`src/rtl/sdr_pkg.sv`:
```
// Shared definitions for the SDRAM access controller.
// Command codes are the {cs_n,ras_n,cas_n,we_n} pin pattern.
package sdr_pkg;

    typedef enum logic [3:0] {
        CMD_MRS = 4'b0000,
        CMD_REF = 4'b0001,
        CMD_PRE = 4'b0010,
        CMD_ACT = 4'b0011,
        CMD_WR  = 4'b0100,
        CMD_RD  = 4'b0101,
        CMD_BST = 4'b0110,
        CMD_NOP = 4'b0111
    } sdr_cmd_e;

    // Sequencer state: names the next command to issue once the spacing wait is over.
    typedef enum logic [2:0] {
        ST_PWR,
        ST_IREF,
        ST_MRS,
        ST_IDLE,
        ST_COL
    } seq_state_e;

endpackage

```
`src/rtl/sdr_refresh_timer.sv`:
```
// Refresh interval timer.
// Counts cycles since the last refresh and raises `due` DUE_AT cycles later.
// Assumes the sequencer turns `due` into a refresh within GUARD cycles.
module sdr_refresh_timer #(
    parameter int REF_PERIOD = 1562,
    parameter int GUARD      = 8
) (
    input  logic clk,
    input  logic rst_n,
    input  logic restart,
    output logic due
);
    localparam int DUE_AT = REF_PERIOD - GUARD;
    localparam int CNT_W  = $clog2(REF_PERIOD + 1);

    logic [CNT_W-1:0] cnt_q;

    // Count up from the last refresh and hold at the due point.
    always_ff @(posedge clk) begin
        if (!rst_n) begin
            cnt_q <= '0;
        end else if (restart) begin
            cnt_q <= '0;
        end else if (cnt_q != CNT_W'(DUE_AT)) begin
            cnt_q <= cnt_q + 1'b1;
        end
    end

    assign due = (cnt_q == CNT_W'(DUE_AT));

endmodule

```
`src/rtl/sdr_read_capture.sv`:
```
// Read return path.
// Delays the read-issue flag through CAS_LAT+1 stages, then samples the data bus once.
// Assumes rd_issue is high in the cycle before the read command appears on the pins.
module sdr_read_capture #(
    parameter int CAS_LAT = 3,
    parameter int DATA_W  = 64
) (
    input  logic              clk,
    input  logic              rst_n,
    input  logic              rd_issue,
    input  logic [DATA_W-1:0] dq_in,
    output logic              rsp_valid,
    output logic [DATA_W-1:0] rsp_data
);
    logic [CAS_LAT:0] stage_q;

    // First stage: marks the cycle the read command is on the bus.
    always_ff @(posedge clk) begin
        if (!rst_n) stage_q[0] <= 1'b0;
        else        stage_q[0] <= rd_issue;
    end

    // Remaining stages: one per cycle of CAS latency.
    for (genvar g = 1; g <= CAS_LAT; g++) begin : g_stage
        always_ff @(posedge clk) begin
            if (!rst_n) stage_q[g] <= 1'b0;
            else        stage_q[g] <= stage_q[g-1];
        end
    end

    // Sample the bus at the edge where the memory's data is valid.
    always_ff @(posedge clk) begin
        if (!rst_n) begin
            rsp_valid <= 1'b0;
            rsp_data  <= '0;
        end else begin
            rsp_valid <= stage_q[CAS_LAT];
            if (stage_q[CAS_LAT]) rsp_data <= dq_in;
        end
    end

endmodule

```
`src/rtl/sdram_ctrl.sv`:
```
// SDRAM access controller, top level.
// Runs power-up, mode programming, periodic refresh and single-word accesses
// (activate, then read or write with auto precharge). Assumes one rank of four banks,
// burst length one, and that every spacing parameter is given in clock cycles.
module sdram_ctrl
    import sdr_pkg::*;
#(
    parameter int INIT_CYCLES = 20000,
    parameter int CAS_LAT     = 3,
    parameter int T_RCD       = 2,
    parameter int T_RP        = 2,
    parameter int T_RAS       = 5,
    parameter int T_RC        = 7,
    parameter int T_MRD       = 2,
    parameter int REF_PERIOD  = 1562,
    parameter int ROW_W       = 12,
    parameter int COL_W       = 8,
    parameter int BA_W        = 2,
    parameter int DATA_W      = 64
) (
    input  logic                         clk,
    input  logic                         rst_n,
    input  logic                         req_valid,
    output logic                         req_ready,
    input  logic                         req_write,
    input  logic [ROW_W+BA_W+COL_W-1:0]  req_addr,
    input  logic [DATA_W-1:0]            req_wdata,
    input  logic [DATA_W/8-1:0]          req_mask,
    output logic [DATA_W-1:0]            rsp_data,
    output logic                         rsp_valid,
    output logic                         sd_cke,
    output logic                         sd_cs_n,
    output logic                         sd_ras_n,
    output logic                         sd_cas_n,
    output logic                         sd_we_n,
    output logic [BA_W-1:0]              sd_ba,
    output logic [ROW_W-1:0]             sd_a,
    output logic [DATA_W/8-1:0]          sd_dqm,
    output logic [DATA_W-1:0]            sd_dq_out,
    output logic                         sd_dq_oe,
    input  logic [DATA_W-1:0]            sd_dq_in
);
    localparam int MASK_W    = DATA_W / 8;
    localparam int ADDR_W    = ROW_W + BA_W + COL_W;
    localparam int AP_BIT    = 10;
    localparam int T_CYCLE   = (T_RC > T_RAS + T_RP) ? T_RC : (T_RAS + T_RP);
    localparam int COL_WAIT  = T_CYCLE - T_RCD - 1;
    localparam int WAIT_MAX  = (INIT_CYCLES > T_CYCLE) ? INIT_CYCLES : T_CYCLE;
    localparam int WAIT_W    = $clog2(WAIT_MAX + 1);
    localparam logic [ROW_W-1:0] MODE_WORD = ROW_W'(CAS_LAT << 4);

    seq_state_e         state_q;
    logic [WAIT_W-1:0]  wait_q;
    logic               second_ref_q;
    sdr_cmd_e           cmd_q;
    logic               wr_q;
    logic [COL_W-1:0]   col_q;
    logic [DATA_W-1:0]  wdata_q;
    logic [MASK_W-1:0]  mask_q;
    logic [ROW_W-1:0]   col_word;
    logic               ref_due;
    logic               ref_issue;
    logic               rd_issue;
    logic               spacing_done;

    assign spacing_done = (wait_q == '0);
    assign req_ready    = spacing_done && (state_q == ST_IDLE) && !ref_due;
    assign ref_issue    = spacing_done && ((state_q == ST_IREF) ||
                                           ((state_q == ST_IDLE) && ref_due));
    assign rd_issue     = spacing_done && (state_q == ST_COL) && !wr_q;

    // Column address word: column bits plus the auto-precharge flag.
    always_comb begin
        col_word             = '0;
        col_word[COL_W-1:0]  = col_q;
        col_word[AP_BIT]     = 1'b1;
    end

    // Command sequencer: waits out each spacing, then issues the next command.
    always_ff @(posedge clk) begin
        if (!rst_n) begin
            state_q      <= ST_PWR;
            wait_q       <= WAIT_W'(INIT_CYCLES - 1);
            second_ref_q <= 1'b0;
            cmd_q        <= CMD_NOP;
            sd_cke       <= 1'b0;
            sd_ba        <= '0;
            sd_a         <= '0;
            sd_dqm       <= '0;
            sd_dq_out    <= '0;
            sd_dq_oe     <= 1'b0;
            wr_q         <= 1'b0;
            col_q        <= '0;
            wdata_q      <= '0;
            mask_q       <= '0;
        end else begin
            sd_cke   <= 1'b1;
            cmd_q    <= CMD_NOP;
            sd_dq_oe <= 1'b0;
            sd_dqm   <= '0;
            if (!spacing_done) begin
                wait_q <= wait_q - 1'b1;
            end else begin
                case (state_q)
                    ST_PWR: begin
                        cmd_q        <= CMD_PRE;
                        sd_a         <= '0;
                        sd_a[AP_BIT] <= 1'b1;
                        wait_q       <= WAIT_W'(T_RP - 1);
                        state_q      <= ST_IREF;
                    end
                    ST_IREF: begin
                        cmd_q        <= CMD_REF;
                        wait_q       <= WAIT_W'(T_CYCLE - 1);
                        second_ref_q <= 1'b1;
                        if (second_ref_q) state_q <= ST_MRS;
                    end
                    ST_MRS: begin
                        cmd_q   <= CMD_MRS;
                        sd_ba   <= '0;
                        sd_a    <= MODE_WORD;
                        wait_q  <= WAIT_W'(T_MRD - 1);
                        state_q <= ST_IDLE;
                    end
                    ST_IDLE: begin
                        if (ref_due) begin
                            cmd_q  <= CMD_REF;
                            wait_q <= WAIT_W'(T_CYCLE - 1);
                        end else if (req_valid) begin
                            cmd_q   <= CMD_ACT;
                            sd_ba   <= req_addr[COL_W +: BA_W];
                            sd_a    <= req_addr[ADDR_W-1 -: ROW_W];
                            wr_q    <= req_write;
                            col_q   <= req_addr[COL_W-1:0];
                            wdata_q <= req_wdata;
                            mask_q  <= req_mask;
                            wait_q  <= WAIT_W'(T_RCD - 1);
                            state_q <= ST_COL;
                        end
                    end
                    ST_COL: begin
                        cmd_q     <= wr_q ? CMD_WR : CMD_RD;
                        sd_a      <= col_word;
                        sd_dq_oe  <= wr_q;
                        sd_dq_out <= wdata_q;
                        sd_dqm    <= wr_q ? mask_q : '0;
                        wait_q    <= WAIT_W'(COL_WAIT);
                        state_q   <= ST_IDLE;
                    end
                    default: state_q <= ST_IDLE;
                endcase
            end
        end
    end

    assign {sd_cs_n, sd_ras_n, sd_cas_n, sd_we_n} = cmd_q;

    sdr_refresh_timer #(
        .REF_PERIOD (REF_PERIOD),
        .GUARD      (T_CYCLE + 1)
    ) u_refresh (
        .clk     (clk),
        .rst_n   (rst_n),
        .restart (ref_issue),
        .due     (ref_due)
    );

    sdr_read_capture #(
        .CAS_LAT (CAS_LAT),
        .DATA_W  (DATA_W)
    ) u_rdcap (
        .clk       (clk),
        .rst_n     (rst_n),
        .rd_issue  (rd_issue),
        .dq_in     (sd_dq_in),
        .rsp_valid (rsp_valid),
        .rsp_data  (rsp_data)
    );

endmodule

```
`config.mk`:
```
export PLATFORM = sky130hd
export DESIGN_NAME = sdram_ctrl
export DESIGN_NICKNAME = d
export VERILOG_FILES = /design/src/rtl/sdr_pkg.sv /design/src/rtl/sdr_refresh_timer.sv /design/src/rtl/sdr_read_capture.sv /design/src/rtl/sdram_ctrl.sv
export SDC_FILE = /design/constraint.sdc
export NUM_CORES = 1
export LEC_CHECK = 0
export BUFFER_PORTS_ARGS = -buffer_cell sky130_fd_sc_hd__buf_2
export CORE_AREA = 2 2 148 150
export DETAILED_ROUTE_END_ITERATION = 7
export DIE_AREA = 0 0 150 152
export PLACE_DENSITY = 0.82
export SLEW_MARGIN = 10
export SYNTH_ARGS = -nofsm -noshare
export SYNTH_HDL_FRONTEND = slang
export SYNTH_SLANG_ARGS = --single-unit
```
`constraint.sdc`:
```
create_clock -name clk -period 2.3 [get_ports clk]
set_clock_uncertainty 0.2 [all_clocks]
set_input_delay 0.115 -clock clk [delete_from_list [all_inputs] [get_ports clk]]
set_output_delay 0.115 -clock clk [all_outputs]
set_load 0.1 [all_outputs]
```
=== Yosys cells after proc, flatten, opt, wreduce, memory -nomap -nowiden ===
Index checks and enable logic that the tools add are counted.

* Word-level logic and storage cells: 80
* Register bits after elaboration: 272
* Input bits: 162

* Eq/ne operators: 11
* Add/sub/neg operators: 2
* Reductions and logical operators: 25
* Bitwise gates (word level): 2
* Mux-type cells: 19

{| class="wikitable"
|+ Operators by type and width
! kind !! count
|-
| $pmux W15 S4 || 1
|-
| $pmux W12 S4 || 1
|-
| $mux W15 || 3
|-
| $mux W12 || 2
|-
| $reduce_and A4 Y1 || 5
|-
| $logic_not A15 Y1 || 1
|-
| $mux W3 || 5
|-
| $pmux W3 S5 || 1
|-
| $sub A15 B1 Y15 const B || 1
|-
| $add A11 B1 Y11 const B || 1
|-
| $eq A11 B11 Y1 const B || 1
|-
| $ne A11 B11 Y1 const B || 1
|-
| $pmux W3 S3 || 1
|-
| $reduce_and A2 Y1 || 4
|-
| $eq A3 B2 Y1 const B || 2
|-
| $logic_and A1 B1 Y1 || 6
|-
| $ne A2 B2 Y1 const B || 3
|-
| $ne A5 B2 Y1 const B || 1
|-
| $mux W2 || 2
|-
| $ne A4 B4 Y1 const B || 1
|-
| $pmux W2 S2 || 1
|-
| $reduce_bool A4 Y1 || 1
|-
| $reduce_or A2 Y1 || 2
|-
| $eq A3 B1 Y1 const B || 1
|-
| 8 further kinds || 11
|}

=== Depth between registers and ports, before layout ===
Gate-level depths: netlist (run 1).

* Word-level depth: 5
* Depth in mapped cells: 9
* Mapped depth without buffers: 6

=== Cells and area by module ===
Synthesis (run 1) repeated with hierarchy kept, for this count alone.

* Cell total of the unflattened synthesis: 1166
* Area, all modules: 10344.9 um2

{| class="wikitable"
|+ Modules (own cells, without submodules)
! module !! cells an instance !! times used !! area each (um2)
|-
| sdram_ctrl || 888 || 1 || 7205.7
|-
| sdr_read_capture || 216 || 1 || 2596.2
|-
| sdr_refresh_timer || 62 || 1 || 543.0
|}

=== Least setup slack after synthesis (run 1) ===
OpenSTA, ideal clock, no wires.

* Path type: reg2out
* From: register wait_q[0]
* To: output port req_ready
* Cell stages (with the launch flop): 7
* Required time: 1.985 ns
* Path slack: -1.135 ns
* Arrival time: 3.120 ns
* Path through: dfxtp_1 > inv_1 > ha_1 > and4b_1 > buf_2 > nand2_2 > nor3_1

* Longest elaborated chain between the ends: 3

{| class="wikitable"
|+ Ends and longest elaborated chain
! item !! line !! source
|-
| from (decl) || sdram_ctrl.sv:53 || <nowiki>logic [WAIT_W-1:0] wait_q;</nowiki>
|-
| from (signal assigned) || sdram_ctrl.sv:83 || <nowiki>wait_q <= WAIT_W'(INIT_CYCLES - 1);</nowiki>
|-
| from (signal assigned) || sdram_ctrl.sv:102 || <nowiki>wait_q <= wait_q - 1'b1;</nowiki>
|-
| from (signal assigned) || sdram_ctrl.sv:109 || <nowiki>wait_q <= WAIT_W'(T_RP - 1);</nowiki>
|-
| $logic_not A15 Y1 || sdram_ctrl.sv:66 || <nowiki>assign spacing_done = (wait_q == '0);</nowiki>
|-
| $logic_and A1 B1 Y1 (2 in series) || sdram_ctrl.sv:67 || <nowiki>assign req_ready = spacing_done && (state_q == ST_IDLE) && !ref_due;</nowiki>
|-
| to (decl) || sdram_ctrl.sv:24 || <nowiki>output logic req_ready,</nowiki>
|}

No other way between the ends.

=== Final worst setup path (run 1) ===
Ends and elaborated chain as after synthesis.

==> reports/summary.txt, run 1 <==
Mean Syn Cell Area - 9.50 um2
Int Pwr - 7900 uW
First-pass GRT wire length - 52300 um
Synth unique cells - 64
Max-Cap Viols - 0
Clk pwr share - 47.2%
Grt ovf - 0
Reg-to-reg slack, setup - 0.11 ns
DP Worst Slack - 0.118 ns
Clk_lat worst skew - 0.54 ns
Routability Congestion - 0.815
Leading post-synthesis cells by cell area - dfxtp_1 (50%), nand2_1 (10%), mux2i_1 (6.4%), a21boi_1 (5.7%), a21boi_2 (5.0%)
CTS Root Cell - clkbuf_16
Hold_ws - 0.165 ns
WP data required - 1.99 ns
Min-delay worst type - in2reg
Final WL - 33500 um
Setup crit start kind - flip-flop
Number of clock sinks - 271
Gate Count Post-Synth - 1144
TritonCTS Buffers - 29
Flop pwr share - 47.1%
Worst-path maximum fanout - 7
Syn. warnings - 0
Initial DRC count - 600
Area Overhead vs Synth - 45.0%
Most frequent cells in the layout - buf_2 (316), nand2_1 (292), dfxtp_1 (268), dlygate4sd3_1 (198), a21boi_1 (82)
Max rail drop VDD - 0.740 mV
Remaining antenna violation count - 0
Layout Nets - 1813
Crit end category - primary output
Layout cells sized above 1 - 30.5%
Worst slew margin - 65.0%
Commonest non-fill, non-tap cell in the layout - buf_2
WS Path Type - reg2out
Total GRT Usage - 28.0%
Filler Cell Count - 1376
Final instance area - 15800 um2
LEAKAGE - 0.00643 uW
Die H - 152 um
GR Util met2 - 49.1%
GRT Max-Usage Layer - met2
Largest net degree at the start of global routing - 93
Final setup viols - 0
FF-to-FF Start - u_refresh.cnt_q[0]$_SDFFE_PP0N_
R2r endpoint - wdata_q[44]$_SDFFE_PN0P_
P_sw - 2120 uW
Met3 usage - 6.67%
Routed via count - 10100
Clock Tree Buf Depth - 3
Sum Neg Setup Slack - 0 ns
Placed cell areas - 12700 um2
Crit path DAT - 1.97 ns
Worst hold stages - 4
Comb power frac - 5.7%
Vias in the first global route - 10200
Netlist Area Pre-Place - 10900 um2
Peak Freq - 439 MHz
I/O pin count - 320
Final slew viol count - 0
Initial Utilization - 50.9%
Cell Rows - 54
Die W - 150 um
Sw Share - 21.2%
Sequential-to-total area share from yosys stat - 49.9%
# H-tree levels - 1
FF-to-FF path depth - 7
WL/cell - 17.2 um
Clock slew at reported path FFs - 0.06 ns
Worst Hold Path EP - wdata_q[38]$_SDFFE_PN0P_
Min-delay src - req_wdata[38]
Syn nets - 1310
EDFF count, synth - 0
Dominant cell type by area after synthesis - dfxtp_1
Pre-antenna DRT Iters - 8
Hold Fails Final Rpt - 0
Top cell type's share of synthesized area - 49.9%
Number of vias per cell - 5.20
Global Route met1 Usage - 32.2%
Core Box Area - 21400 um2
# port buffers - 318
Primary FF master, synth - dfxtp_1
FFs w/ async S/R, synth - 0%
Residual DRC - 0
Initial antenna violation count - 1
Die area - 22800 um2
Detail Placement HPWL - 18200 um
Period utilization - 99.1%
Final WS setup - 0.0200 ns
#FFs+latches synth - 271
PwrDens - 636 nW/um2
Worst-Margin Slew - 0.529 ns
Outcome - finished, final reports clean
Minimum clock period - 2.28 ns
CTS tree - yes
what timing repair did:
action | CTS | global route
hold buffers | 198 | 0
buffers inserted | 3 | 8
endpoints found under the setup margin | 1 | 38
pin swaps | 3 | 7
gates resized for setup | 6 | 12
hold endpoints to repair | 254 | 0
registers in the layout, indices dropped and copies added, names as in the netlist, 4 cells and up:
| name | count |
|---|---|
| sd_dq_out | 64 |
| u_rdcap.rsp_data | 64 |
| wdata_q | 64 |
| wait_q | 15 |
| sd_a | 12 |
| u_refresh.cnt_q | 11 |
| col_q | 8 |
| mask_q | 8 |
| sd_dqm | 8 |
| u_rdcap.stage_q | 4 |
worst max-delay path: stages (launching register included):
cell and delay [ns]:
dfxtp_4 0.37, inv_4 0.07, ha_4 0.13, and4b_2 0.27
nand2_4 0.11, nor3_4 0.27, buf_12 0.21
how the worst max path moves through the flow:
stage | startpoint | to | slack, ns | cells past startpoint
floorplan | wait_q[0]$_SDFFE_PN1P_ | req_ready | 0.12 | 6
global placement | wait_q[0]$_SDFFE_PN1P_ | mask_q[7]$_SDFFE_PN0P_ | 0.21 | 7
detailed placement | wait_q[0]$_SDFFE_PN1P_ | sd_dqm[4]$_SDFF_PN0_ | 0.12 | 6
CTS | wait_q[0]$_SDFFE_PN1P_ | req_ready | 0.0006 | 6
global route | wait_q[0]$_SDFFE_PN1P_ | req_ready | -0.009 | 6
finish | wait_q[0]$_SDFFE_PN1P_ | req_ready | 0.02 | 6
stage by stage:
stage,cells,power (uW),util (%)
global placement,1687,5140,59.3
global route,1948,10300,73.8
detailed placement,1687,5140,59.3
CTS,1939,10000,73.4
floorplan,1144,4960,-
finish,1948,10000,73.8
synth_stat cells, drive strengths merged, types with 13 or more instances:
library cell	instances
a21boi	150
and2	16
buf	37
clkbuf	42
dfxtp	271
mux2i	70
nand2	323
nand3	18
nand4	13
nor2	23
nor2b	67
o21ai	20
area by class of cell:
| class | instances | area, um2 | area share (%) |
|---|---|---|---|
| sequential | 271 | 5440 | 34.5 |
| multi-input combinational | 788 | 4990 | 31.7 |
| timing repair buffer | 551 | 3980 | 25.3 |
| clock buffer | 38 | 820 | 5.20 |
| tap | 280 | 350 | 2.22 |
| clock inverter | 13 | 153 | 0.968 |
| inverter | 6 | 27.5 | 0.175 |
| antenna | 1 | 2.50 | 0.0159 |
kinds of logic after synthesis:
group	after synthesis	synth area share (%)
buffers and inverters	85	4.81
XOR/XNOR	13	1.05
AND/OR/NAND/NOR	498	22.0
other	1	0.0345
multiplexers	70	6.44
flip-flops	271	49.9
AO/OA/AOI/OAI	202	15.3
adder cells (fa/ha/maj)	4	0.460
metal layers:
metal | routed length [um] | vias to the layer above
met4 | 1540 | 0
met5 | 0 | -
met1 | 12800 | 4766
met3 | 2710 | 114
li1 | - | 4804
met2 | 16400 | 445
power by group through the flow:
stage,combinational (uW),clock (uW),sequential [uW]
final,570,4730,4720
after global routing,603,4990,4720
after CTS,541,4780,4710
after detailed placement,325,0,4820
after global placement,324,0,4820
after floorplan,140,0,4820
Power figures use the tool's default switching activity.
==> inputs of run 2 (changes only) <==
--- a/config.mk
+++ b/config.mk
@@ -6,9 +6,9 @@
 export NUM_CORES = 1
 export LEC_CHECK = 0
 export BUFFER_PORTS_ARGS = -buffer_cell sky130_fd_sc_hd__buf_2
-export CORE_AREA = 2 2 148 150
+export CORE_AREA = 2 2 122 183
 export DETAILED_ROUTE_END_ITERATION = 7
-export DIE_AREA = 0 0 150 152
+export DIE_AREA = 0 0 124 185
 export PLACE_DENSITY = 0.82
 export SLEW_MARGIN = 10
 export SYNTH_ARGS = -nofsm -noshare
==> reports/summary.txt, run 2 (synthesis gave the netlist of run 1 again) <==
Crit path largest cell delay - 0.36 ns (was 0.37 ns)
Number of vias per cell - 5.33 (was 5.20)
Grt ovf - 0 (unchanged)
Peak Freq - 448 MHz (was 439 MHz)
Minimum clock period - 2.23 ns (was 2.28 ns)
Total GRT Usage - 28.6% (was 28.0%)
Remaining antenna violation count - 0 (unchanged)
Final WL - 34400 um (was 33500 um)
CP max-delay cell - dfxtp_4 (unchanged)
Routability Congestion - 0.866 (was 0.815)
Worst-Margin Slew - 0.591 ns (was 0.529 ns)
RSZ-0062 raised after global routing - no
Initial antenna violation count - 0 (was 1)
# H-tree levels - 1 (unchanged)
Detail Placement HPWL - 18800 um (was 18200 um)
Routed via count - 10200 (was 10100)
Vias in the first global route - 10200 (about the same)
Worst-path maximum fanout - 5 (was 7)
I/O pin count - 320 (unchanged)
Hold Fails Final Rpt - 0 (unchanged)
Fin util - 71.4% (was 73.8%)
Clock Tree Buf Depth - 3 (unchanged)
WL/cell - 18.0 um (was 17.2 um)
Crit end category - primary output (unchanged)
Setup crit start kind - flip-flop (unchanged)
PwrDens - 619 nW/um2 (was 636 nW/um2)
Initial DRC count - 572 (was 600)
Initial Utilization - 50.6% (was 50.9%)
Die area - 22900 um2 (was 22800 um2)
Largest net degree at the start of global routing - 103 (was 93)
Final std cells w/o fill - 1910 (was 1948)
CTS Root Cell - clkbuf_16 (unchanged)
Die W - 124 um (was 150 um)
Storage element area - 5440 um2 (about the same)
Period utilization - 97.1% (was 99.1%)
LEAKAGE - 0.00618 uW (was 0.00643 uW)
Number of clock sinks - 271 (unchanged)
Pre-antenna DRT Iters - 5 (was 8)
Area Overhead vs Synth - 41.1% (was 45.0%)
# port buffers - 318 (unchanged)
Commonest non-fill, non-tap cell in the layout - buf_2 (unchanged)
WP data required - 1.99 ns (about the same)
Max rail drop VDD - 0.668 mV (was 0.740 mV)
Cell Rows - 66 (was 54)
Max-Cap Viols - 0 (unchanged)
Worst slew margin - 60.9% (was 65.0%)
Final slew viol count - 0 (unchanged)
Clk_lat worst skew - 0.53 ns (was 0.54 ns)
Residual DRC - 0 (unchanged)
Filler Cell Count - 1451 (was 1376)
Crit-path cells - inv_2, ha_4, and4b_2, nand2_4, nor3_4, buf_12 (was inv_4, ha_4, and4b_2, nand2_4, nor3_4, buf_12)
Outcome - finished, final reports clean (unchanged)
Core Box Area - 21500 um2 (was 21400 um2)
Crit path DAT - 1.92 ns (was 1.97 ns)
Most frequent cells in the layout - buf_2 (316), nand2_1 (292), dfxtp_1 (267), dlygate4sd3_1 (174), a21boi_1 (82) (was buf_2 (316), nand2_1 (292), dfxtp_1 (268), dlygate4sd3_1 (198), a21boi_1 (82))
Final setup viols - 0 (unchanged)
Die H - 185 um (was 152 um)
Layout Nets - 1784 (was 1813)
WS Path Type - reg2out (unchanged)
First-pass GRT wire length - 51700 um (was 52300 um)
Sum Neg Setup Slack - 0 ns (unchanged)
Min-delay worst type - in2reg (unchanged)
Dpl cells - 1683 (was 1687)
Largest registers - sd_dq_out (64), u_rdcap.rsp_data (64), wdata_q (64) (unchanged)
CTS tree - yes (unchanged)
Layout cells sized above 1 - 30.5% (about the same)
TritonCTS Buffers - 25 (was 29)
Area of the multi-input gates - 4980 um2 (was 4990 um2)
Clock slew at reported path FFs - 0.06 ns (about the same)
==> run 2: critical path: cells and delay by family (launching register included) <==
family | cells | cell delay (ns)
buffers and inverters | 2 | 0.28
adder cells (fa/ha/maj) | 1 | 0.14
flip-flops | 1 | 0.36
AND/OR/NAND/NOR | 3 | 0.60
==> run 2: final timing paths <==
path                                 start                            end  slack, ns  depth (start not counted)
max                 wait_q[0]$_SDFFE_PN1P_                      req_ready       0.07                          6
min                          req_wdata[45]       wdata_q[45]$_SDFFE_PN0P_       0.17                          4
max reg2reg         wait_q[0]$_SDFFE_PN1P_     sd_dq_out[18]$_SDFFE_PN0P_       0.12                          8
min reg2reg  u_rdcap.stage_q[2]$_SDFF_PN0_  u_rdcap.stage_q[3]$_SDFF_PN0_       0.23                          1
==> run 2: layout make-up <==
cell class,count,area share (%)
flip-flops and latches,271,35.4
multi-input cells,788,32.5
repair buffers,526,24.3
clock buffers,37,4.77
well taps,272,2.22
clock inverters,9,0.661
inverters,6,0.147
diodes,1,0.0163
==> run 2: repair_timing <==
item	CTS	global route
buffers inserted	4	2
hold endpoints to repair	174	0
hold buffers	174	0
pin swaps	5	4
cloned	0	0
setup endpoints to repair	3	14
resized for setup	8	10
==> run 2: routing by layer <==
| metal | global-route usage (%) | up-vias | wire length [um] |
|---|---|---|---|
| li1 | - | 4733 | - |
| met1 | 29.4 | 4797 | 12200 |
| met2 | 50.7 | 486 | 17200 |
| met3 | 7.45 | 164 | 2670 |
| met4 | 17.7 | 0 | 2270 |
| met5 | 0 | - | 0 |
==> run 2: report_power, final <==
part           total [uW]  internal [uW]  switching (uW)
Sequential           4710           4700            13.4
Clock                4210           2430            1780
Combinational         570            360             210
==> run 2: through the flow <==
stage	power (uW)	worst slack, ns	hold WS (ns)	cell area (um2)
2_1_floorplan	4960	0.118	-0.0573	10900
3_5_place_dp	5140	0.0399	0.159	12700
5_1_grt	9770	0.00676	0.177	15300
3_3_place_gp	5140	0.0747	0.156	12700
4_1_cts	9520	0.0105	0.152	15300
6_report	9500	0.0658	0.166	15300
==> inputs of run 3 (changes only) <==
--- a/config.mk
+++ b/config.mk
@@ -7,6 +7,7 @@
 export LEC_CHECK = 0
 export BUFFER_PORTS_ARGS = -buffer_cell sky130_fd_sc_hd__buf_2
 export CORE_AREA = 2 2 122 183
+export CTS_BUF_LIST = sky130_fd_sc_hd__clkbuf_16
 export DETAILED_ROUTE_END_ITERATION = 7
 export DIE_AREA = 0 0 124 185
 export PLACE_DENSITY = 0.82
==> reports/summary.txt, run 3 (synthesis gave the netlist of run 1 again) <==
Die W - 124 um (unchanged)
Max rail drop VDD - 0.656 mV (was 0.668 mV)
Most frequent cells in the layout - buf_2 (316), nand2_1 (292), dfxtp_1 (267), dlygate4sd3_1 (174), a21boi_1 (82) (unchanged)
Placed cell areas - 12700 um2 (unchanged)
Cell Rows - 66 (unchanged)
Final slew viol count - 0 (unchanged)
Crit path DAT - 1.92 ns (about the same)
Initial antenna violation count - 1 (was 0)
Clock slew at reported path FFs - 0.07 ns (was 0.06 ns)
Core Box Area - 21500 um2 (unchanged)
Layout cells sized above 1 - 30.2% (was 30.5%)
TritonCTS Buffers - 25 (unchanged)
Minimum clock period - 2.23 ns (about the same)
Crit end category - primary output (unchanged)
Min-delay worst type - in2reg (unchanged)
Outcome - finished, final reports clean (unchanged)
Worst slew margin - 60.6% (was 60.9%)
Number of vias per cell - 5.28 (was 5.33)
Peak Freq - 448 MHz (about the same)
Routed via count - 10100 (was 10200)
Grt ovf - 0 (unchanged)
Dpl cells - 1683 (unchanged)
Clk_lat worst skew - 0.53 ns (about the same)
Remaining antenna violation count - 0 (unchanged)
FF-to-FF Start - u_refresh.cnt_q[0]$_SDFFE_PP0N_ (was wait_q[0]$_SDFFE_PN1P_)
WS Path Type - reg2out (unchanged)
Largest net degree at the start of global routing - 103 (unchanged)
Die area - 22900 um2 (unchanged)
Layout Nets - 1784 (unchanged)
WP data required - 1.99 ns (about the same)
Metal3 WL - 2750 um (was 2670 um)
First-pass GRT wire length - 50900 um (was 51700 um)
Final std cells w/o fill - 1911 (was 1910)
I/O pin count - 320 (unchanged)
Top layer in use - met4 (unchanged)
Residual DRC - 0 (unchanged)
# H-tree levels - 1 (unchanged)
Launch point of the worst path - wait_q[0]$_SDFFE_PN1P_ (unchanged)
Detail Placement HPWL - 18800 um (unchanged)
M1 wire length - 12000 um (was 12200 um)
Max-Cap Viols - 0 (unchanged)
Initial Utilization - 50.6% (unchanged)
Area Overhead vs Synth - 40.7% (was 41.1%)
Final WL - 33800 um (was 34400 um)
CTS Root Cell - clkbuf_16 (unchanged)
Worst-Margin Slew - 0.594 ns (was 0.591 ns)
Sum Neg Setup Slack - 0 ns (unchanged)
PwrDens - 608 nW/um2 (was 619 nW/um2)
WL met2 - 16900 um (was 17200 um)
Min-delay src - req_wdata[45] (unchanged)
Filler Cell Count - 1443 (was 1451)
Initial DRC count - 596 (was 572)
Routability Congestion - 0.866 (unchanged)
Final instance area - 15300 um2 (about the same)
Final setup viols - 0 (unchanged)
Largest registers - sd_dq_out (64), u_rdcap.rsp_data (64), wdata_q (64) (unchanged)
CTS tree - yes (unchanged)
Clock Tree Buf Depth - 3 (unchanged)
Number of clock sinks - 271 (unchanged)
WL/cell - 17.7 um (was 18.0 um)
RSZ-0062 raised after global routing - no (unchanged)
Total GRT Usage - 28.2% (was 28.6%)
Commonest non-fill, non-tap cell in the layout - buf_2 (unchanged)
Setup crit start kind - flip-flop (unchanged)
# port buffers - 318 (unchanged)
Worst-path maximum fanout - 5 (unchanged)
Pre-antenna DRT Iters - 4 (was 5)
LEAKAGE - 0.00618 uW (about the same)
Die H - 185 um (unchanged)
Period utilization - 97.1% (about the same)
Vias in the first global route - 10100 (was 10200)
Hold Fails Final Rpt - 0 (unchanged)
run 3: changes by cell type in the layout (fill, tap and decap cells not counted):
| cell | delta |
|---|---|
| buf_6 | -2 |
| buf_4 | +2 |
| clkbuf_8 | -4 |
| clkbuf_1 | -7 |
| clkinv_1 | +4 |
| diode_2 | +1 |
| inv_1 | +7 |
run 3: path summary, 6_finish.rpt:
kind                                    to  slack (ns)  cells past startpoint
min reg2reg  u_rdcap.stage_q[3]$_SDFF_PN0_        0.22                      1
min               wdata_q[45]$_SDFFE_PN0P_        0.17                      4
max                              req_ready        0.07                      6
max reg2reg       wdata_q[30]$_SDFFE_PN0P_        0.14                      7
run 3: metal layers:
metal | track usage [%] | up-vias
met2 | 49.3 | 438
met4 | 16.8 | 0
li1 | - | 4736
met5 | 0 | -
met1 | 29.3 | 4770
met3 | 8.25 | 143
run 3: cell type report:
cell class | count | area [um2] | area share [%]
multi-input cells | 788 | 4980 | 32.6
clock inverters | 20 | 143 | 0.933
clock buffers | 26 | 651 | 4.25
diodes | 2 | 5.00 | 0.0327
flip-flops and latches | 271 | 5440 | 35.5
well taps | 272 | 340 | 2.23
inverters | 6 | 22.5 | 0.147
repair buffers | 526 | 3710 | 24.3
run 3: report_power, final:
| part | switching [uW] | internal, uW |
|---|---|---|
| Clock | 1750 | 2270 |
| Sequential | 13.2 | 4700 |
| Combinational | 208 | 360 |
| Total | 1980 | 7330 |
run 3: what timing repair did:
| item | in CTS | in global routing |
|---|---|---|
| setup endpoints to repair | 3 | 13 |
| resized for setup | 8 | 8 |
| hold endpoints to repair | 174 | 0 |
| setup buffers | 4 | 2 |
| pin swaps | 5 | 4 |
| hold buffers | 174 | 0 |
run 3: worst max-delay path: stages (launching register included):
cell	delay (ns)
dfxtp_4	0.36
inv_2	0.07
ha_4	0.14
and4b_2	0.28
nand2_4	0.07
nor3_4	0.25
buf_12	0.21
run 3: stage by stage:
step / setup slack, ns / power (uW) / hold slack (ns) / util (%)
final: 0.0661 / 9310 / 0.168 / 71.2
after global routing: 0.00792 / 9600 / 0.177 / 71.2
after CTS: 0.0102 / 9350 / 0.152 / 71.1
after detailed placement: 0.0399 / 5140 / 0.159 / 59.0
after global placement: 0.0747 / 5140 / 0.156 / 59.0
after floorplan: 0.118 / 4960 / -0.0573 / -
